$ cat src/rtl/uart_rx_pkg.sv
package uart_rx_pkg;

    // Field positions inside the framing word
    localparam int CFG_LEN_LO = 0;
    localparam int CFG_TWO_STOP = 2;
    localparam int CFG_PAR_EN = 3;
    localparam int CFG_PAR_EVEN = 4;
    localparam int CFG_PAR_STICK = 5;

    typedef enum logic [2:0] {
        RX_IDLE,
        RX_START,
        RX_DATA,
        RX_PAR,
        RX_STOP
    } rx_state_e;

    typedef struct packed {
        logic [3:0] nbits;
        logic       par_en;
        logic       par_even;
        logic       par_stick;
        logic       two_stop;
    } frame_fmt_t;

endpackage

$ cat src/rtl/uart_rx_fmt.sv
module uart_rx_fmt
    import uart_rx_pkg::*;
#(
    parameter int OSR   = 16,
    parameter int BRK_W = 8
) (
    input  logic [5:0]       cfg,
    output frame_fmt_t       fmt,
    output logic [BRK_W-1:0] frame_ticks
);

    logic [3:0] bits_total;

    always_comb begin
        fmt.nbits     = 4'd5 + {2'b00, cfg[CFG_LEN_LO+1:CFG_LEN_LO]};
        fmt.par_en    = cfg[CFG_PAR_EN];
        fmt.par_even  = cfg[CFG_PAR_EVEN];
        fmt.par_stick = cfg[CFG_PAR_STICK];
        fmt.two_stop  = cfg[CFG_TWO_STOP];
        bits_total    = 4'd2 + fmt.nbits + {3'b000, fmt.par_en} + {3'b000, fmt.two_stop};
        frame_ticks   = BRK_W'(bits_total) * BRK_W'(OSR);
    end

endmodule

$ cat src/rtl/uart_rx_deframe.sv
module uart_rx_deframe
    import uart_rx_pkg::*;
#(
    parameter int OSR = 16,
    parameter int DW  = 8
) (
    input  logic          clk,
    input  logic          rst_n,
    input  logic          tick,
    input  logic          rx,
    input  frame_fmt_t    fmt,
    output logic          done,
    output logic [DW-1:0] char_out,
    output logic          par_bad,
    output logic          stop_bad
);

    localparam int CNT_W = $clog2(OSR);
    localparam int IDX_W = $clog2(DW);
    localparam logic [CNT_W-1:0] HALF_M1 = CNT_W'(OSR / 2 - 1);
    localparam logic [CNT_W-1:0] FULL_M1 = CNT_W'(OSR - 1);

    typedef struct packed {
        rx_state_e        st;
        logic [CNT_W-1:0] cnt;
        logic [IDX_W-1:0] idx;
        logic [DW-1:0]    sh;
        logic             acc;
        logic             pbad;
        logic             fbad;
        logic             done;
    } df_t;

    df_t s_d, s_q;
    logic exp_par;

    always_comb begin
        s_d      = s_q;
        s_d.done = 1'b0;
        exp_par  = fmt.par_stick ? ~fmt.par_even : (fmt.par_even ? s_q.acc : ~s_q.acc);
        if (tick) begin
            case (s_q.st)
                RX_IDLE: begin
                    if (!rx) begin
                        s_d.st  = RX_START;
                        s_d.cnt = '0;
                    end
                end
                RX_START: begin
                    if (s_q.cnt == HALF_M1) begin
                        s_d.cnt  = '0;
                        s_d.idx  = '0;
                        s_d.sh   = '0;
                        s_d.acc  = 1'b0;
                        s_d.pbad = 1'b0;
                        s_d.st   = rx ? RX_IDLE : RX_DATA;
                    end else begin
                        s_d.cnt = s_q.cnt + 1'b1;
                    end
                end
                RX_DATA: begin
                    if (s_q.cnt == FULL_M1) begin
                        s_d.cnt        = '0;
                        s_d.sh[s_q.idx] = rx;
                        s_d.acc        = s_q.acc ^ rx;
                        if ({1'b0, s_q.idx} == fmt.nbits - 4'd1) begin
                            s_d.st = fmt.par_en ? RX_PAR : RX_STOP;
                        end else begin
                            s_d.idx = s_q.idx + 1'b1;
                        end
                    end else begin
                        s_d.cnt = s_q.cnt + 1'b1;
                    end
                end
                RX_PAR: begin
                    if (s_q.cnt == FULL_M1) begin
                        s_d.cnt  = '0;
                        s_d.pbad = (rx != exp_par);
                        s_d.st   = RX_STOP;
                    end else begin
                        s_d.cnt = s_q.cnt + 1'b1;
                    end
                end
                RX_STOP: begin
                    if (s_q.cnt == FULL_M1) begin
                        s_d.cnt  = '0;
                        s_d.fbad = !rx;
                        s_d.done = 1'b1;
                        s_d.st   = RX_IDLE;
                    end else begin
                        s_d.cnt = s_q.cnt + 1'b1;
                    end
                end
                default: s_d.st = RX_IDLE;
            endcase
        end
    end

    always_ff @(posedge clk or negedge rst_n) begin
        if (!rst_n) begin
            s_q <= '{st: RX_IDLE, default: '0};
        end else begin
            s_q <= s_d;
        end
    end

    assign done     = s_q.done;
    assign char_out = s_q.sh;
    assign par_bad  = s_q.pbad;
    assign stop_bad = s_q.fbad;

    AST_IDX_IN_WORD: assert property (@(posedge clk) disable iff (!rst_n)
        (s_q.st == RX_DATA) |-> ({1'b0, s_q.idx} < fmt.nbits));
    AST_START_CONFIRMED: assert property (@(posedge clk) disable iff (!rst_n)
        (s_q.st == RX_DATA && $past(s_q.st) == RX_START) |-> $past(!rx));
    AST_DONE_FROM_STOP: assert property (@(posedge clk) disable iff (!rst_n)
        done |-> ($past(s_q.st) == RX_STOP && s_q.st == RX_IDLE));

endmodule

$ cat src/rtl/uart_rx_status.sv
module uart_rx_status #(
    parameter int DW    = 8,
    parameter int BRK_W = 8
) (
    input  logic             clk,
    input  logic             rst_n,
    input  logic             tick,
    input  logic             rx,
    input  logic             done,
    input  logic [DW-1:0]    char_in,
    input  logic             par_bad,
    input  logic             stop_bad,
    input  logic [BRK_W-1:0] frame_ticks,
    input  logic             rd_data,
    input  logic             rd_status,
    output logic [DW-1:0]    rbr,
    output logic             dr,
    output logic             oe,
    output logic             pe,
    output logic             fe,
    output logic             bi
);

    typedef struct packed {
        logic [DW-1:0]    rbr;
        logic             dr;
        logic             oe;
        logic             pe;
        logic             fe;
        logic             bi;
        logic [BRK_W-1:0] low;
    } st_t;

    st_t s_d, s_q;
    logic brk_hit;

    always_comb begin
        s_d     = s_q;
        brk_hit = 1'b0;
        if (tick) begin
            if (rx) begin
                s_d.low = '0;
            end else if (s_q.low <= frame_ticks) begin
                s_d.low = s_q.low + 1'b1;
                brk_hit = (s_q.low == frame_ticks);
            end
        end
        s_d.dr = done | (s_q.dr & ~rd_data);
        s_d.oe = (done & s_q.dr & ~rd_data) | (s_q.oe & ~rd_status);
        s_d.pe = (done & par_bad) | (s_q.pe & ~rd_status);
        s_d.fe = (done & stop_bad) | (s_q.fe & ~rd_status);
        s_d.bi = brk_hit | (s_q.bi & ~rd_status);
        if (done) begin
            s_d.rbr = char_in;
        end
    end

    always_ff @(posedge clk or negedge rst_n) begin
        if (!rst_n) begin
            s_q <= '0;
        end else begin
            s_q <= s_d;
        end
    end

    assign rbr = s_q.rbr;
    assign dr  = s_q.dr;
    assign oe  = s_q.oe;
    assign pe  = s_q.pe;
    assign fe  = s_q.fe;
    assign bi  = s_q.bi;

    AST_READY_AFTER_DONE: assert property (@(posedge clk) disable iff (!rst_n)
        done |=> dr);
    AST_OVERRUN_NEEDS_READY: assert property (@(posedge clk) disable iff (!rst_n)
        $rose(oe) |-> $past(dr));
    AST_BREAK_ON_LOW: assert property (@(posedge clk) disable iff (!rst_n)
        $rose(bi) |-> $past(!rx));
    AST_READ_DROPS_READY: assert property (@(posedge clk) disable iff (!rst_n)
        (rd_data && !done) |=> !dr);

endmodule

$ cat src/rtl/uart_rx_line.sv
module uart_rx_line
    import uart_rx_pkg::*;
#(
    parameter int OSR = 16
) (
    input  logic       clk,
    input  logic       rst_n,
    input  logic       tick16,
    input  logic       rx_in,
    input  logic [5:0] frame_cfg,
    input  logic       rd_data,
    input  logic       rd_status,
    output logic [7:0] rx_char,
    output logic       data_ready,
    output logic       overrun,
    output logic       parity_err,
    output logic       framing_err,
    output logic       break_det
);

    localparam int DW    = 8;
    localparam int BRK_W = $clog2((DW + 4) * OSR + 2);

    frame_fmt_t       fmt;
    logic [BRK_W-1:0] frame_ticks;
    logic             done;
    logic [DW-1:0]    char_w;
    logic             par_bad;
    logic             stop_bad;

    uart_rx_fmt #(.OSR(OSR), .BRK_W(BRK_W)) u_fmt (
        .cfg         (frame_cfg),
        .fmt         (fmt),
        .frame_ticks (frame_ticks)
    );

    uart_rx_deframe #(.OSR(OSR), .DW(DW)) u_deframe (
        .clk      (clk),
        .rst_n    (rst_n),
        .tick     (tick16),
        .rx       (rx_in),
        .fmt      (fmt),
        .done     (done),
        .char_out (char_w),
        .par_bad  (par_bad),
        .stop_bad (stop_bad)
    );

    uart_rx_status #(.DW(DW), .BRK_W(BRK_W)) u_status (
        .clk         (clk),
        .rst_n       (rst_n),
        .tick        (tick16),
        .rx          (rx_in),
        .done        (done),
        .char_in     (char_w),
        .par_bad     (par_bad),
        .stop_bad    (stop_bad),
        .frame_ticks (frame_ticks),
        .rd_data     (rd_data),
        .rd_status   (rd_status),
        .rbr         (rx_char),
        .dr          (data_ready),
        .oe          (overrun),
        .pe          (parity_err),
        .fe          (framing_err),
        .bi          (break_det)
    );

endmodule

$ cat config.mk
export PLATFORM = sky130hd
export DESIGN_NAME = uart_rx_line
export DESIGN_NICKNAME = d
export VERILOG_FILES = /design/src/rtl/uart_rx_pkg.sv /design/src/rtl/uart_rx_fmt.sv /design/src/rtl/uart_rx_deframe.sv /design/src/rtl/uart_rx_status.sv /design/src/rtl/uart_rx_line.sv
export SDC_FILE = /design/constraint.sdc
export NUM_CORES = 1
export LEC_CHECK = 0
export BUFFER_PORTS_ARGS = -buffer_cell sky130_fd_sc_hd__buf_2
export CELL_PAD_IN_SITES_DETAIL_PLACEMENT = 0
export CELL_PAD_IN_SITES_GLOBAL_PLACEMENT = 2
export CORE_MARGIN = 2
export CORE_UTILIZATION = 30
export CTS_BUF_LIST = sky130_fd_sc_hd__clkbuf_8
export CTS_CLUSTER_DIAMETER = 100
export DETAILED_ROUTE_END_ITERATION = 10
export PLACE_DENSITY_LB_ADDON = 0.1
export SYNTH_ARGS = -nofsm -noshare
export SYNTH_HDL_FRONTEND = slang
export SYNTH_SLANG_ARGS = --single-unit
$ cat constraint.sdc
create_clock -name clk -period 1.8 [get_ports clk]
set_clock_uncertainty 0.05 [all_clocks]
set_input_delay 0.18 -clock clk [delete_from_list [all_inputs] [get_ports clk]]
set_output_delay 0.18 -clock clk [all_outputs]
set_load 0.005 [all_outputs]
Word-level counts from Yosys, hierarchy flattened
Cells that the tools add are included.

Flip-flop bits (word level): 43. Input bits: 12. Word-level logic and storage cells: 107.

Add/sub/neg operators: 8. Magnitude comparators: 3. Eq/ne operators: 16. Multiplexer cells: 31. Bitwise operators: 19. Reduce and logical (&&, ||, !) cells: 15.

Operator list (count): case mux 12 bit (2 select lines) (1); two-way mux 3 bit (7); two-way mux 8 bit (2); case mux 3 bit (5 select lines) (1); two-way mux 13 bit (1); two-way mux 12 bit (1); case mux 4 bit (3 select lines) (1); two-way mux 1 bit (10); inequality test 2 x 1 -> 1 bit, second input constant (5); AND 1 bit (9); adder 4 x 1 -> 4 bit (2); adder 8 x 1 -> 8 bit, second input constant (1); bitwise mux 8 bit (1); == test 8 bit (1); less-or-equal comparator 8 bit (1); two-way mux 4 bit (2); AND reduction 4 bit (2); two-way mux 7 bit (1); AND reduction 7 bit (1); == test 3 x 2 -> 1 bit, second input constant (2); AND reduction 3 bit (2); nonzero test 2 bit (3); OR 1 bit (5); AND reduction 5 bit (1); other kinds (25) (29).

Logic depth before layout (Yosys ltp)
Gate-level depths: netlist of the first run.

Depth after elaboration: 9. Gate-level depth with buffers: 12.

Modules after synthesis
Synthesis of the first run repeated with hierarchy kept, for this count alone.

Cell total of the unflattened synthesis: 293. Area total of the unflattened synthesis: 2850.2 um2.

Modules (own cells, without submodules): uart_rx_deframe (times used 1, cells an instance 154, area each 1431.4 um2, sequential area each 550.5 um2); uart_rx_status (times used 1, cells an instance 117, area each 1248.7 um2, sequential area each 525.5 um2); uart_rx_fmt (times used 1, cells an instance 22, area each 170.2 um2, sequential area each 0.0 um2).

Least setup slack after synthesis of the first run
OpenSTA, ideal clock, no wires.

Path type: input to register. From: in frame_cfg[2]. To: reg u_status.s_q[4] in the netlist's numbering. Setup time: 0.077 ns. Arrival: 2.405 ns. Data required time: 1.673 ns. Setup slack: -0.733 ns. Cell stages on the path: 11. Cell sequence: inv_1 fa_1 o21ai_0 xnor2_1 ha_1 nand4_1 nor4b_1 a211oi_1 clkbuf_1 or3_1 a21oi_1.

Cells in the longest elaborated chain, start to end: 4.

Ends and longest elaborated chain: from (decl) (line uart_rx_line.sv:10) `input logic [5:0] frame_cfg,`; adder 4 x 1 -> 4 bit (line uart_rx_fmt.sv:20) `bits_total = 4'd2 + fmt.nbits + {3'b000, fmt.par_en} + {3'b000, fmt.two_stop};`; less-or-equal comparator 8 bit (line uart_rx_status.sv:43) `end else if (s_q.low <= frame_ticks) begin`; nonzero test 2 bit (no line); AND reduction 2 bit (no line); to (signal assigned) (line uart_rx_status.sv:60) `s_q <= '0;`; to (signal assigned) (line uart_rx_status.sv:62) `s_q <= s_d;`; to (decl) (line uart_rx_status.sv:34) `st_t s_d, s_q;`.

Every way passes these cells. A chain may end at the register's enable or synchronous reset.

Worst setup path after layout of the first run
From: in frame_cfg[0]. To: reg u_status.s_q[4] in the netlist's numbering.

Cells in the longest elaborated chain, start to end: 7.

Ends and longest elaborated chain: adder 3 x 2 -> 4 bit (line uart_rx_fmt.sv:15) `fmt.nbits = 4'd5 + {2'b00, cfg[CFG_LEN_LO+1:CFG_LEN_LO]};`; adder 2 x 4 -> 4 bit (line uart_rx_fmt.sv:20); adder 4 x 1 -> 4 bit (2 in a row) (line uart_rx_fmt.sv:20); less-or-equal comparator 8 bit (line uart_rx_status.sv:43); nonzero test 2 bit (no line); AND reduction 2 bit (no line).

Every way passes these cells.

==> impl_metrics.csv, run 1 <==
group,metric,value,unit
placement,port_buffers,24,
pwr,intPower,0.00253,W
clock_network,cts_buffer_depth,2,
clock_network,cts_tree,"yes",
logic_synthesis,syn_inst,251,
floorplan,die_h,95.5,um
logic_synthesis,syn_avg_cell_area,10.0,um^2
logic_synthesis,ys_warn_count,0,
timing,rsz0062_at_grt,"true",
critical_path,arrival,2.55,ns
pwr,p_seq_share,32.8,%
logic_synthesis,synth_fa_ha_area_share,6.27,%
logic_synthesis,yosys.area_share.simple,19.1,%
logic_synthesis,synth_cell_type_count,51,
cells_and_area,final_area,0.00352,mm^2
critical_path,worst_path_max_delay_cell,"fa_2",
timing,timing.hold.ws,0.139,ns
floorplan,die_area,0.00912,mm^2
logic_synthesis,ys_ff_latch,43,
pwr,p_clk_share,20.1,%
placement,place_hpwl,4510,um
run,max_cap_violations,0,
pwr,power.leakage,1.67,nW
pwr,power_density,1120,mW/mm^2
timing,finalHoldViolations,0,
pwr,swShare,35.8,%
global_route,grt_overflow,0,
floorplan,num_rows,33,
clock_network,cts.clk_slew.worst_paths,0.08,ns
cells_and_area,drive_gt1_share,45.7,%
critical_path,required,1.98,ns
detailed_routing,viasPerCell,4.83,
global_route,grt_use_total,14.2,%
logic_synthesis,yosysTopAreaCell,"dfrtp_1",
critical_path,critical_path_class,"in -> reg",
pwr,irDropWorstVdd,0.432,mV
clock_network,htree_num_levels,2,
clock_network,numClockSinks,43,
timing,period_share,132,%
critical_path,critPathMaxStageDelay,0.42,ns
cells_and_area,layout.nets,345,
pwr,total_power,0.00394,W
clock_network,cts_buffers,5,
critical_path,crit_path_max_fanout,4,
cells_and_area,final_cells,427,
floorplan,die_w,95.5,um
pwr,power.combinational.fraction,47.1,%
detailed_routing,vias,2062,
floorplan,start_util,30.7,%
logic_synthesis,netlist.area_leader.share,42.8,%
logic_synthesis,synth_xor_area_share,1.74,%
timing,slew_headroom,65.7,%
logic_synthesis,syn_area,0.00251,mm^2
timing,finalSetupViolCount,25,
placement,gp_congestion,0.735,
timing,worst_pin_slew,0.515,ns
pwr,switching_power,0.00141,W
placement,dpl-instance-area,0.00303,mm^2
floorplan,core-area,0.00818,mm^2
timing,setup_slack,-0.569,ns
detailed_routing,drt_wl_total,6290,um
outcome,status,"finished with violations",
global_route,grt_pass1_vias,2043,
logic_synthesis,seq_area_frac_synth,42.8,%
global_route,antenna_found_initial,0,
cells_and_area,area_growth,40.2,%
logic_synthesis,synth_compound_area_share,14.2,%
placement,dp.cells,407,
global_route,grt_max_degree,26,
clock_network,clk_latency,0.29,ns
timing,max_freq,422,MHz
timing,min_period,2.37,ns
floorplan,io_pins,25,
logic_synthesis,synth_fp_nets,275,
timing,drv_slew,0,
global_route,grt_pass1_wl,10000,um
detailed_routing,ant_nets,0,
logic_synthesis,yosys-top-cells-area,"dfrtp_1 (43%), ha_1 (5.5%), mux2_2 (4.5%)",
outcome,failed_checks,"setup timing",
hold_path,min_path_type,"in -> reg",
logic_synthesis,synth_top_family_by_area,"simple AND/OR/NAND/NOR gates",
logic_synthesis,synth.area.mux_share,8.07,%
detailed_routing,drcViolationCount,0,
cells_and_area,n_antenna_cell,0,
critical_path,end_kind,"register",
critical_path,cp-start-kind,"input port",
detailed_routing,drt_iter0_drc,53,
critical_path,path_cells,"buf_8 -> fa_2 -> ha_4 -> xnor2_2 -> ha_1 -> nand4_1 -> nor4b_2 -> a211oi_2 -> buf_4 -> or3_1 -> a21oi_2",
detailed_routing,wl_per_cell,14.7,um
detailed_routing,firstDrtPassIters,4,
clock_network,root_buffer,"clkbuf_8",
cells_and_area,utilization,43.1,%
-- power by group through the flow --
stage	sequential [W]	combinational, W	clock (W)
after detailed placement	0.00130	0.00144	0
after CTS	0.00128	0.00157	0.000828
final	0.00129	0.00185	0.000793
after floorplan	0.00127	0.000876	0
after global routing	0.00132	0.00206	0.000873
after global placement	0.00130	0.00144	0
-- critical path, delay by kind of cell --
family,cells,cell delay [ns]
xor+xnor,1,0.12
simple gates,3,0.82
buf+inv,2,0.26
compound gates,2,0.26
fa+ha+maj,3,0.89
-- area by class of cell --
type / count / area [um^2]
Clock buffer: 6 / 82.6
Timing Repair Buffer: 82 / 621
Inverter: 17 / 66.3
Multi-Input combinational cell: 172 / 1510
Tap cell: 105 / 131
Fill cell: 833 / 4650
Clock inverter: 2 / 35.0
Sequential cell: 43 / 1080
-- layout by cell type (no fill, tap or decap), types with 4 or more instances in the layout --
cell type,synthesis,routed
buf_4,10,47
dfrtp_1,43,43
nand2_1,23,22
buf_2,1,22
inv_1,17,15
mux2_2,10,10
buf_6,3,10
o21ai_0,18,9
mux2i_1,9,8
ha_1,11,8
nor2_1,7,6
a22o_1,6,6
nand4_1,6,6
nand3_1,11,6
clkbuf_8,0,6
nand3_2,0,5
or3_1,5,5
o211ai_1,4,4
a21oi_1,6,4
o21ai_1,0,4
-- per-stage QoR --
| stage | setup WS, ns | setup TNS (ns) |
|---|---|---|
| after detailed placement | -0.900 | -9.13 |
| final | -0.569 | -6.33 |
| after CTS | -0.509 | -4.14 |
| after global routing | -0.664 | -8.27 |
| after global placement | -0.809 | -8.32 |
| after floorplan | -0.558 | -4.11 |
-- cells in the mapped netlist (all sizes together) --
cell type / n
dfrtp: 43
nand2: 24
o21ai: 18
inv: 17
buf: 15
ha: 11
nand3: 11
mux2: 10
mux2i: 9
nor2: 7
a21oi: 6
a22o: 6
nand2b: 6
nand4: 6
or3: 5
and3: 4
clkbuf: 4
nor4: 4
o211ai: 4
xnor2: 4
a21o: 3
and2: 3
nand3b: 3
nor2b: 3
nor3: 3
o41ai: 3
a211o: 2
nor3b: 2
o311ai: 2
or3b: 2
a2111oi: 1
a211oi: 1
a32o: 1
and2b: 1
fa: 1
nand4b: 1
nor4b: 1
o2111ai: 1
o31ai: 1
or2: 1
xor2: 1
-- repair_timing --
action                                  4_1_cts  5_1_grt
hold buffers                                  1        0
gates resized for setup                      23       40
buffers inserted                              2       10
endpoints found under the hold margin        18        0
endpoints found under the setup margin       22       26
pin swaps                                    14       16
-- worst paths after layout --
path,endpoint,slack (ns),from,cells after the start
max,u_status.s_q[4]$_DFFE_PN0P_,-0.57,frame_cfg[0],11
max in group asynchronous,u_deframe.par_bad$_DFFE_PN0P_,0.84,rst_n,3
min,u_status.dr$_DFF_PN0_,0.14,rd_data,3
min in group asynchronous,u_status.rbr[2]$_DFFE_PN0P_,0.34,rst_n,2
max reg2reg,u_status.s_q[4]$_DFFE_PN0P_,-0.28,u_status.s_q[7]$_DFFE_PN0P_,7
min reg2reg,u_status.pe$_DFF_PN0_,0.45,u_status.pe$_DFF_PN0_,1
-- sequential cells by signal, summed over array words and instances (netlist names) --
| register | flops |
|---|---|
| u_status.dr | 1 |
| u_status.fe | 1 |
| u_status.s_q | 8 |
| u_status.pe | 1 |
| u_deframe.char_out | 8 |
| u_status.bi | 1 |
| u_deframe.done | 1 |
| u_deframe.stop_bad | 1 |
| u_deframe.s_q | 11 |
| u_status.oe | 1 |
| u_status.rbr | 8 |
| u_deframe.par_bad | 1 |
-- cells by family (layout without fill, tap and decap cells) --
family | after synthesis | in the layout
AND/OR/NAND/NOR | 87 | 87
AO/OA/AOI/OAI | 49 | 49
flip-flops | 43 | 43
buffers and inverters | 36 | 107
multiplexers | 19 | 19
adder cells (fa/ha/maj) | 12 | 12
XOR/XNOR | 5 | 5
-- layer usage --
metal | wire length [um] | vias up | part of all wire [%] | global-route usage [%]
met3 | 139 | 6 | 2.2 | 2.13
met4 | 69 | 0 | 1.1 | 3.93
li1 | - | 1031 | - | -
met2 | 3100 | 27 | 49 | 23.8
met5 | 0 | - | 0 | 0
met1 | 2980 | 998 | 47 | 19.2
(Power assumes the default switching activity.)
==> run 2, diff against run 1 <==
--- a/config.mk
+++ b/config.mk
@@ -8,11 +8,13 @@
 export BUFFER_PORTS_ARGS = -buffer_cell sky130_fd_sc_hd__buf_2
 export CELL_PAD_IN_SITES_DETAIL_PLACEMENT = 0
 export CELL_PAD_IN_SITES_GLOBAL_PLACEMENT = 2
+export CORE_ASPECT_RATIO = 1.2
 export CORE_MARGIN = 2
 export CORE_UTILIZATION = 30
 export CTS_BUF_LIST = sky130_fd_sc_hd__clkbuf_8
 export CTS_CLUSTER_DIAMETER = 100
 export DETAILED_ROUTE_END_ITERATION = 10
+export HOLD_SLACK_MARGIN = 0.05
 export PLACE_DENSITY_LB_ADDON = 0.1
 export SYNTH_ARGS = -nofsm -noshare
 export SYNTH_HDL_FRONTEND = slang
==> run 2 against run 1 <==
The flow still finishes with violations (setup timing). Cell area shrank 1.8%. First-iteration DRC count shrank 11%. Cell count shrank 3.5%. Sequential cell count is the same. Via count shrank 1.9%. Setup slack gained 0.18 ns. Register-to-register slack gained 0.07 ns. Hold slack lost 0.014 ns. Sequential share of layout area grew 0.56 points.
==> impl_metrics.csv, run 2 (same netlist as run 1, synthesis figures left out) <==
group,metric,value,unit
critical_path,crit_path_max_fanout,5,
clock_network,cts_buffers,5,
timing,drv_slew,0,
critical_path,ff2ff_path_depth,6,
cells_and_area,final_cell_mix,"buf_4 (44), dfrtp_1 (43), buf_2 (22), nand2_1 (21), inv_1 (15)",
floorplan,die_h,104,um
pwr,irDropWorstVdd,0.411,mV
timing,setup_slack,-0.385,ns
hold_path,hold_depth,3,
detailed_routing,dr_wl_met2,3180,um
detailed_routing,ant_nets,0,
critical_path,r2r_slack,-0.21,ns
cells_and_area,largest_reg_flops,11,
run,max_cap_violations,0,
timing,fin_tns_setup,-3.45,ns
cells_and_area,area_growth,37.7,%
outcome,failed_checks,"setup timing",
timing,max_freq,458,MHz
hold_path,min_path_type,"in -> reg",
cells_and_area,drive_gt1_share,43.8,%
placement,dp.cells,392,
pwr,power.leakage,1.64,nW
detailed_routing,drt_wl_total,6240,um
cells_and_area,multi_input_area,0.00151,mm^2
detailed_routing,viasPerCell,4.91,
clock_network,cts_buffer_depth,2,
placement,place_hpwl,4410,um
critical_path,r2r-end,"u_status.s_q[0]$_DFFE_PN0P_",
clock_network,htree_num_levels,2,
detailed_routing,drt-met1-wl,2870,um
critical_path,arrival,2.36,ns
critical_path,worst_path_max_delay_cell,"fa_2",
floorplan,start_util,31.0,%
critical_path,cp-start-kind,"input port",
timing,rsz0062_at_grt,"true",
global_route,grt_overflow,0,
critical_path,end_kind,"register",
detailed_routing,wl_per_cell,15.1,um
cells_and_area,n_fill_cell,847,
critical_path,path_cells,"buf_8 -> fa_2 -> ha_4 -> xnor2_2 -> ha_1 -> nand4_1 -> nor4b_4 -> a211oi_2 -> buf_4 -> or3_1 -> a21oi_1",
pwr,power_density,1140,mW/mm^2
timing,min_period,2.18,ns
cells_and_area,n_antenna_cell,0,
detailed_routing,vias,2023,
global_route,grt_pass1_vias,2020,
detailed_routing,dr.max_layer_used,"met4",
floorplan,die_area,0.00913,mm^2
timing,timing.hold.ws,0.124,ns
cells_and_area,regArea,0.00108,mm^2
placement,port_buffers,24,
global_route,grt_pass1_wl,10500,um
timing,period_share,121,%
timing,finalSetupViolCount,17,
cells_and_area,mostFrequentLayoutCell,"buf_4",
critical_path,required,1.98,ns
clock_network,numClockSinks,43,
global_route,grt_max_degree,44,
detailed_routing,drt_iter0_drc,47,
critical_path,critPathMaxStageDelay,0.41,ns
detailed_routing,firstDrtPassIters,3,
detailed_routing,wl_met3,115,um
clock_network,cts.clk_slew.worst_paths,0.09,ns
timing,slew_headroom,60.8,%
clock_network,clk_latency,0.30,ns
floorplan,die_w,87.5,um
cells_and_area,final_cells,412,
outcome,status,"finished with violations",
cells_and_area,layout.nets,340,
hold_path,min_to,"u_status.dr$_DFF_PN0_",
floorplan,io_pins,25,
detailed_routing,drcViolationCount,0,
floorplan,core-area,0.00811,mm^2
hold_path,hold_start,"rd_data",
global_route,antenna_found_initial,0,
timing,worst_pin_slew,0.587,ns
cells_and_area,regMostFlops,"u_deframe.s_q",
timing,finalHoldViolations,0,
clock_network,cts_tree,"yes",
clock_network,root_buffer,"clkbuf_8",
placement,gp_congestion,0.731,
critical_path,reg2reg_from,"u_status.s_q[5]$_DFFE_PN0P_",
global_route,grt_use_total,14.6,%
floorplan,num_rows,36,
pwr,total_power,0.00393,W
critical_path,critical_path_class,"in -> reg",
run 2: cell types whose count changed in the layout (fill, tap and decap cells not counted), sizes merged:
cell / before / now
clkbuf: 6 / 5
clkinv: 1 / 2
buf: 81 / 76
run 2: metrics by stage:
stage,setup WS [ns],area [um^2],utilization [%]
global placement,-0.804,2970,36.6
detailed placement,-0.838,2970,36.6
floorplan,-0.558,2550,-
CTS,-0.400,3270,40.4
global route,-0.516,3460,42.7
finish,-0.385,3460,42.7
run 2: layout make-up:
class / instances / share of cell area, %
Inverter: 17 / 1.92
Clock inverter: 3 / 1.27
Clock buffer: 5 / 1.99
Sequential cell: 43 / 31.1
Tap cell: 95 / 3.44
Multi-Input combinational cell: 172 / 43.7
Timing Repair Buffer: 77 / 16.6
run 2: critical path, delay by kind of cell:
| kind | cells | cell delay, ns |
|---|---|---|
| compound gates | 2 | 0.22 |
| xor+xnor | 1 | 0.12 |
| fa+ha+maj | 3 | 0.88 |
| buf+inv | 2 | 0.26 |
| simple gates | 3 | 0.69 |
run 2: how the worst max path moves through the flow:
| stage | slack, ns | start | end | cells after the start |
|---|---|---|---|---|
| after floorplan | -0.56 | frame_cfg[0] | u_status.s_q[5]$_DFFE_PN0P_ | 10 |
| after global placement | -0.80 | frame_cfg[3] | u_status.s_q[7]$_DFFE_PN0P_ | 12 |
| after detailed placement | -0.84 | frame_cfg[3] | u_status.s_q[6]$_DFFE_PN0P_ | 12 |
| after CTS | -0.40 | frame_cfg[0] | u_status.s_q[6]$_DFFE_PN0P_ | 11 |
| after global routing | -0.52 | frame_cfg[3] | u_status.s_q[6]$_DFFE_PN0P_ | 12 |
| final | -0.38 | frame_cfg[0] | u_status.s_q[6]$_DFFE_PN0P_ | 11 |
run 2: power breakdown:
group          switching [W]  leakage (nW)  internal, W
Clock               0.000360        0.0581     0.000414
Sequential          0.000174         0.564      0.00114
Combinational       0.000897          1.02     0.000949
Total                0.00143          1.64      0.00250
run 2: repair_timing:
action,CTS,global route
endpoints found under the setup margin,18,28
hold endpoints to repair,43,0
buffers inserted,7,5
pin swaps,22,13
hold buffers,1,0
resized for setup,27,32
run 2: routing by layer:
metal	vias to the layer above	track usage [%]
li1	1023	-
met1	976	19.2
met2	18	24.8
met3	6	2.38
met4	0	3.30
met5	-	0
==> run 3, diff against run 2 <==
--- a/config.mk
+++ b/config.mk
@@ -5,7 +5,7 @@
 export SDC_FILE = /design/constraint.sdc
 export NUM_CORES = 1
 export LEC_CHECK = 0
-export BUFFER_PORTS_ARGS = -buffer_cell sky130_fd_sc_hd__buf_2
+export BUFFER_PORTS_ARGS = -buffer_cell sky130_fd_sc_hd__buf_4
 export CELL_PAD_IN_SITES_DETAIL_PLACEMENT = 0
 export CELL_PAD_IN_SITES_GLOBAL_PLACEMENT = 2
 export CORE_ASPECT_RATIO = 1.2
==> constraint.sdc (replaced) <==
create_clock -name clk -period 1.8 [get_ports clk]
set_clock_uncertainty 0.05 [all_clocks]
set_input_delay 0.27 -clock clk [delete_from_list [all_inputs] [get_ports clk]]
set_output_delay 0.27 -clock clk [all_outputs]
set_load 0.005 [all_outputs]
==> run 3 against run 2 <==
The flow still finishes with violations (setup timing). Non-clock buffer count decreased by 2. Register-to-register slack worse by 0.05 ns. Power is 3.7% lower. Largest power group unchanged.
==> impl_metrics.csv, run 3 (same netlist as run 1, synthesis figures left out) <==
group,metric,value,unit
placement,pre_cts_ws,-0.967,ns
global_route,grt_overflow,0,
cells_and_area,regArea,0.00108,mm^2
critical_path,arrival,2.49,ns
clock_network,htree_num_levels,2,
placement,place_hpwl,4330,um
global_route,grt_pass1_wl,10100,um
cells_and_area,regMostFlops,"u_deframe.s_q",
detailed_routing,firstDrtPassIters,4,
clock_network,root_buffer,"clkbuf_8",
critical_path,path_cells,"buf_6 -> inv_2 -> fa_2 -> ha_4 -> xnor2_2 -> ha_1 -> nand4_1 -> nor4b_4 -> a211oi_4 -> buf_6 -> or3_1 -> a21oi_1",
outcome,failed_checks,"setup timing",
detailed_routing,viasPerCell,5.03,
clock_network,cts_buffer_depth,2,
critical_path,cp-start-kind,"input port",
detailed_routing,drt_wl_total,6270,um
outcome,status,"finished with violations",
floorplan,core-area,0.00811,mm^2
critical_path,cp_common_cell,"buf_6",
timing,period_share,129,%
timing,slew_headroom,60.9,%
floorplan,num_rows,36,
critical_path,crit_path_max_fanout,6,
detailed_routing,drt_iter0_drc,56,
floorplan,die_h,104,um
timing,setup_slack,-0.514,ns
clock_network,numClockSinks,43,
pwr,irDropWorstVdd,0.379,mV
run,max_cap_violations,0,
critical_path,end_kind,"register",
hold_path,min_path_type,"in -> reg",
timing,finalSetupViolCount,17,
detailed_routing,ant_nets,0,
global_route,grt_use_total,14.1,%
timing,drv_slew,0,
detailed_routing,drcViolationCount,0,
cells_and_area,area_growth,37.5,%
cells_and_area,n_fill_cell,845,
pwr,power.leakage,1.62,nW
floorplan,die_area,0.00913,mm^2
critical_path,critical_path_class,"in -> reg",
critical_path,setup.worst_path.start,"frame_cfg[2]",
timing,max_freq,432,MHz
cells_and_area,utilization,42.6,%
floorplan,start_util,31.0,%
critical_path,required,1.97,ns
critical_path,reg2reg_from,"u_deframe.s_q[18]$_DFFE_PN0P_",
pwr,power_density,1100,mW/mm^2
clock_network,cts_tree,"yes",
critical_path,critPathMaxStageDelay,0.41,ns
timing,worst_pin_slew,0.586,ns
timing,finalHoldViolations,0,
timing,timing.hold.ws,0.225,ns
placement,port_buffers,24,
placement,gp_congestion,0.759,
floorplan,io_pins,25,
timing,rsz0062_at_grt,"true",
cells_and_area,drive_gt1_share,43.8,%
cells_and_area,layout.nets,338,
timing,min_period,2.31,ns
cells_and_area,n_antenna_cell,0,
clock_network,cts_buffers,5,
global_route,grt_pass1_vias,2018,
cells_and_area,largest_reg_flops,11,
cells_and_area,mostFrequentLayoutCell,"buf_4",
global_route,antenna_found_initial,0,
global_route,grt_max_degree,44,
clock_network,clk_latency,0.30,ns
cells_and_area,final_cell_mix,"buf_4 (62), dfrtp_1 (43), nand2_1 (21), inv_1 (15)",
clock_network,cts.clk_slew.worst_paths,0.09,ns
hold_path,hold_start,"rd_data",
detailed_routing,vias,2062,
cells_and_area,multi_input_area,0.00150,mm^2
critical_path,worst_path_max_delay_cell,"fa_2",
floorplan,die_w,87.5,um
detailed_routing,wl_per_cell,15.3,um
==> run 3: area by class of cell <==
type | instances | share of cell area [%]
inverter | 17 | 1.92
sequential | 43 | 31.1
clock buffer | 5 | 1.99
timing repair buffer | 75 | 17.8
multi-input combinational | 172 | 43.3
tap | 95 | 3.44
clock inverter | 3 | 0.471
==> run 3: repair_timing <==
| action | 4_1_cts | 5_1_grt |
|---|---|---|
| pin swaps | 13 | 15 |
| resized for setup | 20 | 40 |
| setup endpoints to repair | 22 | 26 |
| buffers inserted | 6 | 9 |
| endpoints found under the hold margin | 43 | 0 |
| hold buffers | 1 | 0 |
==> run 3: where the power goes <==
group | internal, W | switching, W | leakage, nW
sequential | 0.00114 | 0.000178 | 0.564
clock | 0.000267 | 0.000363 | 0.0453
combinational | 0.000937 | 0.000904 | 1.02
total | 0.00234 | 0.00145 | 1.62
==> run 3: per-stage QoR <==
stage,cell area (um^2),power [W],TNS (ns),instances
2_1_floorplan,2550,0.00215,-4.92,251
3_3_place_gp,3000,0.00271,-9.28,389
3_5_place_dp,3000,0.00272,-9.87,389
4_1_cts,3210,0.00346,-4.50,404
5_1_grt,3460,0.00406,-7.21,410
6_report,3460,0.00379,-5.57,410
==> run 3: path summary, 6_finish.rpt <==
| kind | end | slack [ns] | cells past startpoint |
|---|---|---|---|
| max | u_status.s_q[6]$_DFFE_PN0P_ | -0.51 | 12 |
| min | u_status.dr$_DFF_PN0_ | 0.22 | 3 |
| max reg2reg | u_deframe.char_out[4]$_DFFE_PN0P_ | -0.26 | 5 |
| min reg2reg | u_status.oe$_DFF_PN0_ | 0.46 | 1 |
| max in group asynchronous | u_status.s_q[3]$_DFFE_PN0P_ | 0.83 | 2 |
| min in group asynchronous | u_deframe.s_q[13]$_DFFE_PN0P_ | 0.47 | 2 |
==> run 3: worst max-delay path: cells and delay by family <==
family / cells / cell delay, ns
buffers and inverters: 3 / 0.24
AO/OA/AOI/OAI: 2 / 0.23
adder cells (fa/ha/maj): 3 / 0.88
XOR/XNOR: 1 / 0.12
AND/OR/NAND/NOR: 3 / 0.75
==> run 3: metal layers <==
metal	part of all wire, %	vias to the layer above	global-route usage [%]	routed length (um)
met1	45	1022	18.9	2840
met4	0.75	0	3.30	47
li1	-	1017	-	-
met2	52	19	23.3	3280
met5	0	-	0	0
met3	1.7	4	2.38	107
